===== src/rtl/simd_pkg.sv =====
package simd_pkg;
  localparam int DATA_W  = 64;
  localparam int SLICE_W = 8;
  localparam int NSLICE  = DATA_W / SLICE_W;

  typedef enum logic [1:0] {
    LSZ_8    = 2'b00,
    LSZ_16   = 2'b01,
    LSZ_32   = 2'b10,
    LSZ_8ALT = 2'b11
  } lane_sz_e;

  typedef enum logic [1:0] {
    MODE_WRAP = 2'b00,
    MODE_SSAT = 2'b01,
    MODE_USAT = 2'b10,
    MODE_RSVD = 2'b11
  } sat_mode_e;
endpackage


===== src/rtl/simd_lane_map.sv =====
// Decodes the lane-size select into a per-slice "lane starts here" mask
// and the OR-mask that maps a slice to the top slice of its lane.
module simd_lane_map #(
  parameter int NSLICE = 8
) (
  input  logic [1:0]        lane_sz,
  output logic [NSLICE-1:0] cut,
  output logic [1:0]        own_mask
);
  always_comb begin
    case (lane_sz)
      2'b01:   own_mask = 2'd1;
      2'b10:   own_mask = 2'd3;
      default: own_mask = 2'd0;
    endcase
  end

  for (genvar g = 0; g < NSLICE; g++) begin : g_cut
    assign cut[g] = ((g & int'(own_mask)) == 0);
  end
endmodule


===== src/rtl/simd_seg_adder.sv =====
// Slice-wise carry chain; the carry is replaced by the operation carry-in
// at every slice where a lane begins.
module simd_seg_adder #(
  parameter int SLICE_W = 8,
  parameter int NSLICE  = 8,
  localparam int DW     = SLICE_W * NSLICE
) (
  input  logic [DW-1:0]     a,
  input  logic [DW-1:0]     b,
  input  logic              sub,
  input  logic [NSLICE-1:0] cut,
  output logic [DW-1:0]     beff,
  output logic [DW-1:0]     sum,
  output logic [NSLICE-1:0] cout
);
  logic [NSLICE-1:0] cin;

  assign beff = sub ? ~b : b;

  for (genvar g = 0; g < NSLICE; g++) begin : g_slice
    if (g == 0) begin : g_lsb
      assign cin[g] = sub;
    end else begin : g_mid
      assign cin[g] = cut[g] ? sub : cout[g-1];
    end
    assign {cout[g], sum[g*SLICE_W +: SLICE_W]} =
        {1'b0, a[g*SLICE_W +: SLICE_W]} +
        {1'b0, beff[g*SLICE_W +: SLICE_W]} +
        {{SLICE_W{1'b0}}, cin[g]};
  end
endmodule


===== src/rtl/simd_sat_sel.sv =====
// Per-slice clamp: overflow flags are computed at every slice as if it were
// a lane top, then each slice reads the flags of its own lane's top slice.
module simd_sat_sel #(
  parameter int SLICE_W = 8,
  parameter int NSLICE  = 8,
  localparam int DW     = SLICE_W * NSLICE
) (
  input  logic [DW-1:0]     a,
  input  logic [DW-1:0]     beff,
  input  logic [DW-1:0]     sum,
  input  logic [NSLICE-1:0] cout,
  input  logic              sub,
  input  logic [1:0]        sat_mode,
  input  logic [1:0]        own_mask,
  output logic [DW-1:0]     res
);
  import simd_pkg::*;

  logic [NSLICE-1:0] pos_ovf, neg_ovf, u_hi, u_lo;

  for (genvar g = 0; g < NSLICE; g++) begin : g_flag
    localparam int MSB = g*SLICE_W + SLICE_W - 1;
    logic sovf;
    assign sovf       = (a[MSB] == beff[MSB]) && (sum[MSB] != a[MSB]);
    assign pos_ovf[g] = sovf && !a[MSB];
    assign neg_ovf[g] = sovf &&  a[MSB];
    assign u_hi[g]    = !sub && cout[g];
    assign u_lo[g]    =  sub && !cout[g];
  end

  for (genvar g = 0; g < NSLICE; g++) begin : g_sel
    int           own;
    logic         top;
    logic [SLICE_W-1:0] sl;
    always_comb begin
      own = g | int'(own_mask);
      top = (own == g);
      sl  = sum[g*SLICE_W +: SLICE_W];
      case (sat_mode_e'(sat_mode))
        MODE_SSAT: begin
          if (pos_ovf[own])
            sl = top ? {1'b0, {(SLICE_W-1){1'b1}}} : {SLICE_W{1'b1}};
          else if (neg_ovf[own])
            sl = top ? {1'b1, {(SLICE_W-1){1'b0}}} : {SLICE_W{1'b0}};
        end
        MODE_USAT: begin
          if (u_hi[own])      sl = {SLICE_W{1'b1}};
          else if (u_lo[own]) sl = {SLICE_W{1'b0}};
        end
        default: ;
      endcase
    end
    assign res[g*SLICE_W +: SLICE_W] = sl;
  end
endmodule


===== src/rtl/simd_sat_addsub.sv =====
module simd_sat_addsub #(
  parameter int SLICE_W = simd_pkg::SLICE_W,
  parameter int NSLICE  = simd_pkg::NSLICE,
  localparam int DW     = SLICE_W * NSLICE
) (
  input  logic          clk,
  input  logic          rst,
  input  logic          in_valid,
  input  logic [DW-1:0] op_a,
  input  logic [DW-1:0] op_b,
  input  logic          sub,
  input  logic [1:0]    lane_sz,
  input  logic [1:0]    sat_mode,
  output logic          out_valid,
  output logic [DW-1:0] result
);
  logic [NSLICE-1:0] cut, cout;
  logic [1:0]        own_mask;
  logic [DW-1:0]     beff, sum, res_d;

  simd_lane_map #(.NSLICE(NSLICE)) u_map (
    .lane_sz(lane_sz), .cut(cut), .own_mask(own_mask)
  );

  simd_seg_adder #(.SLICE_W(SLICE_W), .NSLICE(NSLICE)) u_add (
    .a(op_a), .b(op_b), .sub(sub), .cut(cut),
    .beff(beff), .sum(sum), .cout(cout)
  );

  simd_sat_sel #(.SLICE_W(SLICE_W), .NSLICE(NSLICE)) u_sat (
    .a(op_a), .beff(beff), .sum(sum), .cout(cout), .sub(sub),
    .sat_mode(sat_mode), .own_mask(own_mask), .res(res_d)
  );

  always_ff @(posedge clk) begin
    if (rst) begin
      out_valid <= 1'b0;
      result    <= '0;
    end else begin
      out_valid <= in_valid;
      if (in_valid) result <= res_d;
    end
  end
endmodule


===== config.mk =====
export PLATFORM = sky130hd
export DESIGN_NAME = simd_sat_addsub
export DESIGN_NICKNAME = d
export VERILOG_FILES = /design/src/rtl/simd_pkg.sv /design/src/rtl/simd_lane_map.sv /design/src/rtl/simd_seg_adder.sv /design/src/rtl/simd_sat_sel.sv /design/src/rtl/simd_sat_addsub.sv
export SDC_FILE = /design/constraint.sdc
export NUM_CORES = 1
export LEC_CHECK = 0
export BUFFER_PORTS_ARGS = -buffer_cell sky130_fd_sc_hd__buf_2
export CAP_MARGIN = 15
export CORE_MARGIN = 2
export CORE_UTILIZATION = 25
export DETAILED_ROUTE_END_ITERATION = 8
export HOLD_SLACK_MARGIN = 0.03
export SYNTH_ARGS = -nofsm -noshare
export SYNTH_HDL_FRONTEND = slang
export SYNTH_HIERARCHICAL = 1
export SYNTH_SLANG_ARGS = --single-unit

===== constraint.sdc =====
create_clock -name clk -period 7.6 [get_ports clk]
set_input_delay 0.38 -clock clk [delete_from_list [all_inputs] [get_ports clk]]
set_output_delay 0.38 -clock clk [all_outputs]
set_load 0.1 [all_outputs]

Word level (Yosys, flattened, before mapping):

Index checks and enable logic that the tools add are counted.

* $add $sub $neg: 16
* $lt $le $gt $ge: 6
* equality and inequality tests: 20
* multiplexer cells: 104
* bitwise logic cells: 1
* reductions and logical operators: 61

Operators by type and width (count)
* 2-to-1 mux 8 bit: 40
* case mux 8 bit (2 select lines): 8
* logical NOT 32 bit: 3
* adder 8 x 8 -> 9 bit: 8
* adder 9 x 1 -> 9 bit: 8
* 2-to-1 mux 64 bit: 1
* inverter 64 bit: 1
* 2-to-1 mux 1 bit: 46
* logical AND 1 bit: 40
* logical NOT 1 bit: 17
* binary-select mux 1 bit (select 2 bit): 8
* < comparator 2 x 4 -> 1 bit (second input constant): 3
* < comparator 3 x 4 -> 1 bit (second input constant): 3
* == test 1 bit: 8
* != test 1 bit: 8
* == test 2 x 1 -> 1 bit (second input constant): 2
* == test 2 bit (second input constant): 2
* case mux 2 bit (2 select lines): 1
* logical NOT 2 bit: 1

* flip-flop bits (word level): 65
* bits of input ports: 136
* output and inout bits: 65
* word-level logic and storage cells: 210

Logic depth before layout (Yosys ltp):

* depth in word-level cells: 18
* mapped depth: 66
* mapped depth without buffers: 64

Modules after synthesis:

The synthesis kept the hierarchy.

By module, submodules not included
* simd_seg_adder: times used 1, cells an instance 414, area each 3286.9 um^2, seq. area each 0.0 um^2
* simd_sat_addsub: times used 1, cells an instance 208, area each 2311.0 um^2, seq. area each 1301.2 um^2
* simd_sat_sel: times used 1, cells an instance 267, area each 1757.9 um^2, seq. area each 0.0 um^2
* simd_lane_map: times used 1, cells an instance 12, area each 85.1 um^2, seq. area each 0.0 um^2

Worst setup path before layout:

Ideal clock, no wire load.

* kind: input port to flip-flop
* from: in sub
* to: reg result[38]
* setup time: 0.128 ns
* arrival: 7.641 ns
* data required time: 7.472 ns
* setup slack: -0.169 ns
* stages on the path: 39
* buffers on the path: 2
* cell sequence: buf_6 > buf_2 > xor2_1 > inv_1 > fa_1 > fa_1 > nor2b_1 > o31a_1 > o311ai_1 > nand2_1 > mux2i_1 > fa_1 > fa_1 > nor2b_1 > o31a_1 > o311ai_1 > nand2_1 > mux2i_1 > (+3 left out) > o31a_1 > o311ai_2 > nand2_2 > mux2_2 > fa_1 > fa_1 > a21o_1 > a21oi_1 > nor2_1 > a21oi_1 > a21oi_1 > mux4_2 > and2_4 > nand2_4 > nand2_2 > a221o_1 > mux2i_1 > nor2_1

* elaborated cells on any way between the ends: 58
* classes of those cells: add/sub (8); eq/ne (8); mux (17); reduce/logical (25)

RTL lines
* from (decl): line simd_sat_addsub.sv:11 `input logic sub,`
* 2-to-1 mux 64 bit (*): line simd_seg_adder.sv:18 `assign beff = sub ? ~b : b;`
* named net beff[32]: line simd_sat_addsub.sv:19 `logic [DW-1:0] beff, sum, res_d;`
* adder 8 x 8 -> 9 bit (*): line simd_seg_adder.sv:27 `{1'b0, a[g*SLICE_W +: SLICE_W]} +`
* adder 9 x 1 -> 9 bit (*): line simd_seg_adder.sv:28 `{1'b0, beff[g*SLICE_W +: SLICE_W]} +`
* named net cout[4]: line simd_sat_addsub.sv:17 `logic [NSLICE-1:0] cut, cout;`
* 2-to-1 mux 1 bit (*): line simd_seg_adder.sv:24 `assign cin[g] = cut[g] ? sub : cout[g-1];`
* adder 9 x 1 -> 9 bit (*): line simd_seg_adder.sv:28
* named net cout[5]: line simd_sat_addsub.sv:17
* (+2 left out)
* named net cout[6]: line simd_sat_addsub.sv:17
* (+2 left out)
* named net cout[7]: line simd_sat_addsub.sv:17
* logical NOT 1 bit: line simd_sat_sel.sv:28 `assign u_lo[g] = sub && !cout[g];`
* logical AND 1 bit: line simd_sat_sel.sv:28
* binary-select mux 1 bit (select 2 bit): line simd_sat_sel.sv:48 `else if (u_lo[own]) sl = {SLICE_W{1'b0}};`
* 2-to-1 mux 1 bit (not written as such): line simd_sat_sel.sv:48
* 2-to-1 mux 8 bit: line simd_sat_sel.sv:48
* 2-to-1 mux 8 bit (*): line simd_sat_sel.sv:47 `if (u_hi[own]) sl = {SLICE_W{1'b1}};`
* case mux 8 bit (2 select lines) (*): line simd_sat_sel.sv:39 `case (sat_mode_e'(sat_mode))`
* named net res_d[38]: line simd_sat_addsub.sv:19
* to (signal assigned): line simd_sat_addsub.sv:41 `if (in_valid) result <= res_d;`
* to (decl): line simd_sat_addsub.sv:15 `output logic [DW-1:0] result`

Mark *: on every way through the listed nets, which the timed path passes. The rest lies on a longest branch. The select of a mux whose other input is x is not followed.
A chain may end at the register's enable or synchronous reset.

Final worst setup path:

* from: in sub
* to: reg result[8]

* elaborated cells on any way between the ends: 42
* classes of those cells: add/sub (8); eq/ne (4); mux (17); reduce/logical (13)

RTL lines (line)
* 2-to-1 mux 64 bit (*): simd_seg_adder.sv:18
* named net beff[2]: simd_sat_addsub.sv:19
* adder 8 x 8 -> 9 bit (*): simd_seg_adder.sv:27
* adder 9 x 1 -> 9 bit (*): simd_seg_adder.sv:28
* 2-to-1 mux 1 bit (*): simd_seg_adder.sv:24
* adder 9 x 1 -> 9 bit (*): simd_seg_adder.sv:28
* 2-to-1 mux 1 bit (*): simd_seg_adder.sv:24
* adder 9 x 1 -> 9 bit (*): simd_seg_adder.sv:28
* named net cout[2]: simd_sat_addsub.sv:17
* (+2 left out)
* named net cout[3]: simd_sat_addsub.sv:17
* logical NOT 1 bit: simd_sat_sel.sv:28
* logical AND 1 bit: simd_sat_sel.sv:28
* 2-to-1 mux 1 bit (not written as such) (2 in series): simd_sat_sel.sv:48
* 2-to-1 mux 8 bit: simd_sat_sel.sv:48
* 2-to-1 mux 8 bit (*): simd_sat_sel.sv:47
* case mux 8 bit (2 select lines) (*): simd_sat_sel.sv:39
* named net res_d[8]: simd_sat_addsub.sv:19

Marks and branches as above.

==> impl_metrics.env <==
export IMPL_status="completed"
export IMPL_rsz0062_at_grt="true"
export IMPL_period_needed_ns=7.60
export IMPL_drive_gt1_share_pct=34.7
export IMPL_die_x_um=176
export IMPL_fin_skew_ns=0
export IMPL_cp_slowest_stage_delay_ns=0.32
export IMPL_final_common_cell="buf_2"
export IMPL_syn_inst=899
export IMPL_core_area_um2=29400
export IMPL_drc_errors=0
export IMPL_p_int_uw=1130
export IMPL_drt_wl_total_um=23700
export IMPL_die_y_um=176
export IMPL_ir_worst_vdd_mv=0.137
export IMPL_clk_pin_slew_worst_paths_ns=0.06
export IMPL_p_seq_share_pct=19.1
export IMPL_crit_required_ns=7.80
export IMPL_path_class="input pin to flip-flop"
export IMPL_hold_viol=0
export IMPL_slew_headroom_pct=27.3
export IMPL_cp_max_fo=7
export IMPL_place_ws_ns=-0.582
export IMPL_num_io_pins=201
export IMPL_hold_path_class="input pin to flip-flop"
export IMPL_portBuffers=200
export IMPL_antenna_found_initial=2
export IMPL_root_buffer="clkbuf_16"
export IMPL_clk_latency_ns=0.34
export IMPL_synth_area_um2=7420
export IMPL_p_sw_share_pct=47.7
export IMPL_worstSetupStartpointType="input pin"
export IMPL_p_leak_uw=0.00501
export IMPL_vias=7447
export IMPL_grt_ovfl_total=0
export IMPL_syn_nets=1110
export IMPL_fmax_ghz=0.132
export IMPL_final_nets=1375
export IMPL_ant_nets=0
export IMPL_grtUsageTotal_pct=14.7
export IMPL_initial_utilization_pct=25.3
export IMPL_period_share_pct=99.9
export IMPL_cts_hold_buf=0
export IMPL_drt_iter0_drc=475
export IMPL_power_uw=2160
export IMPL_h_tree_depth=3
export IMPL_clkPwrFrac_pct=18.8
export IMPL_cts_buffer_depth=2
export IMPL_area_growth_syn_to_layout_pct=34.8
export IMPL_finalSetupViolCount=0
export IMPL_mostFrequentLayoutCells="buf_2 (198), nor2_1 (122), buf_4 (93), xor2_1 (68), mux2i_1 (66)"
export IMPL_grt_max_degree=66
export IMPL_timing_final_ws_setup_ns=0.00470
export IMPL_dp_hpwl_um=18000
export IMPL_dr_pass1_iters=5
export IMPL_tightest_slew_ns=1.09
export IMPL_slowest_stage="o31a_1"
export IMPL_maxCapViolCount=0
export IMPL_die_area_um2=31100
export IMPL_setup_tns_ns=0
export IMPL_cts_buffers_inserted=9
export IMPL_drt_vias_per_instance=4.77
export IMPL_cts_sinks=65
export IMPL_cts_tree="built"
export IMPL_syn_area_per_cell_um2=8.26
export IMPL_wl_per_cell_um=15.2
export IMPL_cp_end_kind="flip-flop"
export IMPL_ys_warn_count=6
export IMPL_switchingPower_uw=1030
export IMPL_drv_slew=0
export IMPL_arrival_ns=7.79
export IMPL_power_density_nw_per_um2=216
export IMPL_grt_pass1_wl_um=36100
export IMPL_gp_congestion=0.846
export IMPL_comb_power_share_pct=62.1
export IMPL_grt_pass1_vias=6957
export IMPL_fill_cells=3089
export IMPL_rows=63
worst max-delay path, delay by kind of cell:
kind	cells	cell delay (ns)
AO/OA/AOI/OAI	15	3.56
adder cells (fa/ha/maj)	7	1.69
buffers and inverters	5	0.72
AND/OR/NAND/NOR	7	0.69
multiplexers	3	0.62
XOR/XNOR	1	0.13
sequential cells by signal, indices dropped and copies added, names as in the netlist:
name,cells
result,64
out_valid,1
layout make-up:
type                    instances  area (um2)  area share (%)
flip-flops and latches         65        1300            13.0
inverters                      54         203            2.03
multi-input cells             735        5930            59.2
well taps                     390         488            4.88
clock buffers                  11         253            2.53
repair buffers                299        1800            18.0
clock inverters                 5        30.0           0.300
diodes                          2        5.00          0.0500
layer usage:
layer | part of all wire, % | vias to the layer above | global-route usage, % | wire (um)
met4 | 1.7 | 0 | 4.51 | 396
met3 | 6.1 | 28 | 2.97 | 1440
met2 | 47 | 220 | 24.7 | 11200
met5 | 0 | - | 0 | 0
met1 | 45 | 3490 | 19.0 | 10700
li1 | - | 3709 | - | -
through the flow:
stage | cell area (um2) | hold slack, ns | instances | util (%)
2_1_floorplan | 7440 | 0.634 | 899 | -
3_3_place_gp | 9210 | 0.471 | 1519 | 31.3
3_5_place_dp | 9210 | 0.478 | 1519 | 31.3
4_1_cts | 9580 | 0.452 | 1541 | 32.6
5_1_grt | 10000 | 0.473 | 1560 | 34.0
6_report | 10000 | 0.465 | 1561 | 34.0
final timing paths:
kind                    from          to  slack [ns]  cells after the start
setup reg to reg  result[23]  result[23]        6.91                      2
hold reg to reg   result[33]  result[33]        0.49                      2
setup / recovery         sub   result[8]       0.005                     38
hold / removal      in_valid  result[11]        0.47                      3
power groups by stage:
| stage | Sequential [uW] | Combinational, uW | Clock (uW) |
|---|---|---|---|
| after floorplan | 743 | 633 | 0 |
| after global placement | 420 | 1240 | 0 |
| after detailed placement | 420 | 1250 | 0 |
| after CTS | 413 | 1270 | 424 |
| after global routing | 419 | 1440 | 433 |
| final | 413 | 1340 | 406 |
timing repair:
item / 4_1_cts / 5_1_grt
gates cloned: 0 / 0
endpoints found under the hold margin: 0 / 0
resized for setup: 10 / 77
pin swaps: 5 / 71
setup endpoints to repair: 53 / 64
setup buffers: 6 / 19
(Power assumes the default switching activity.)
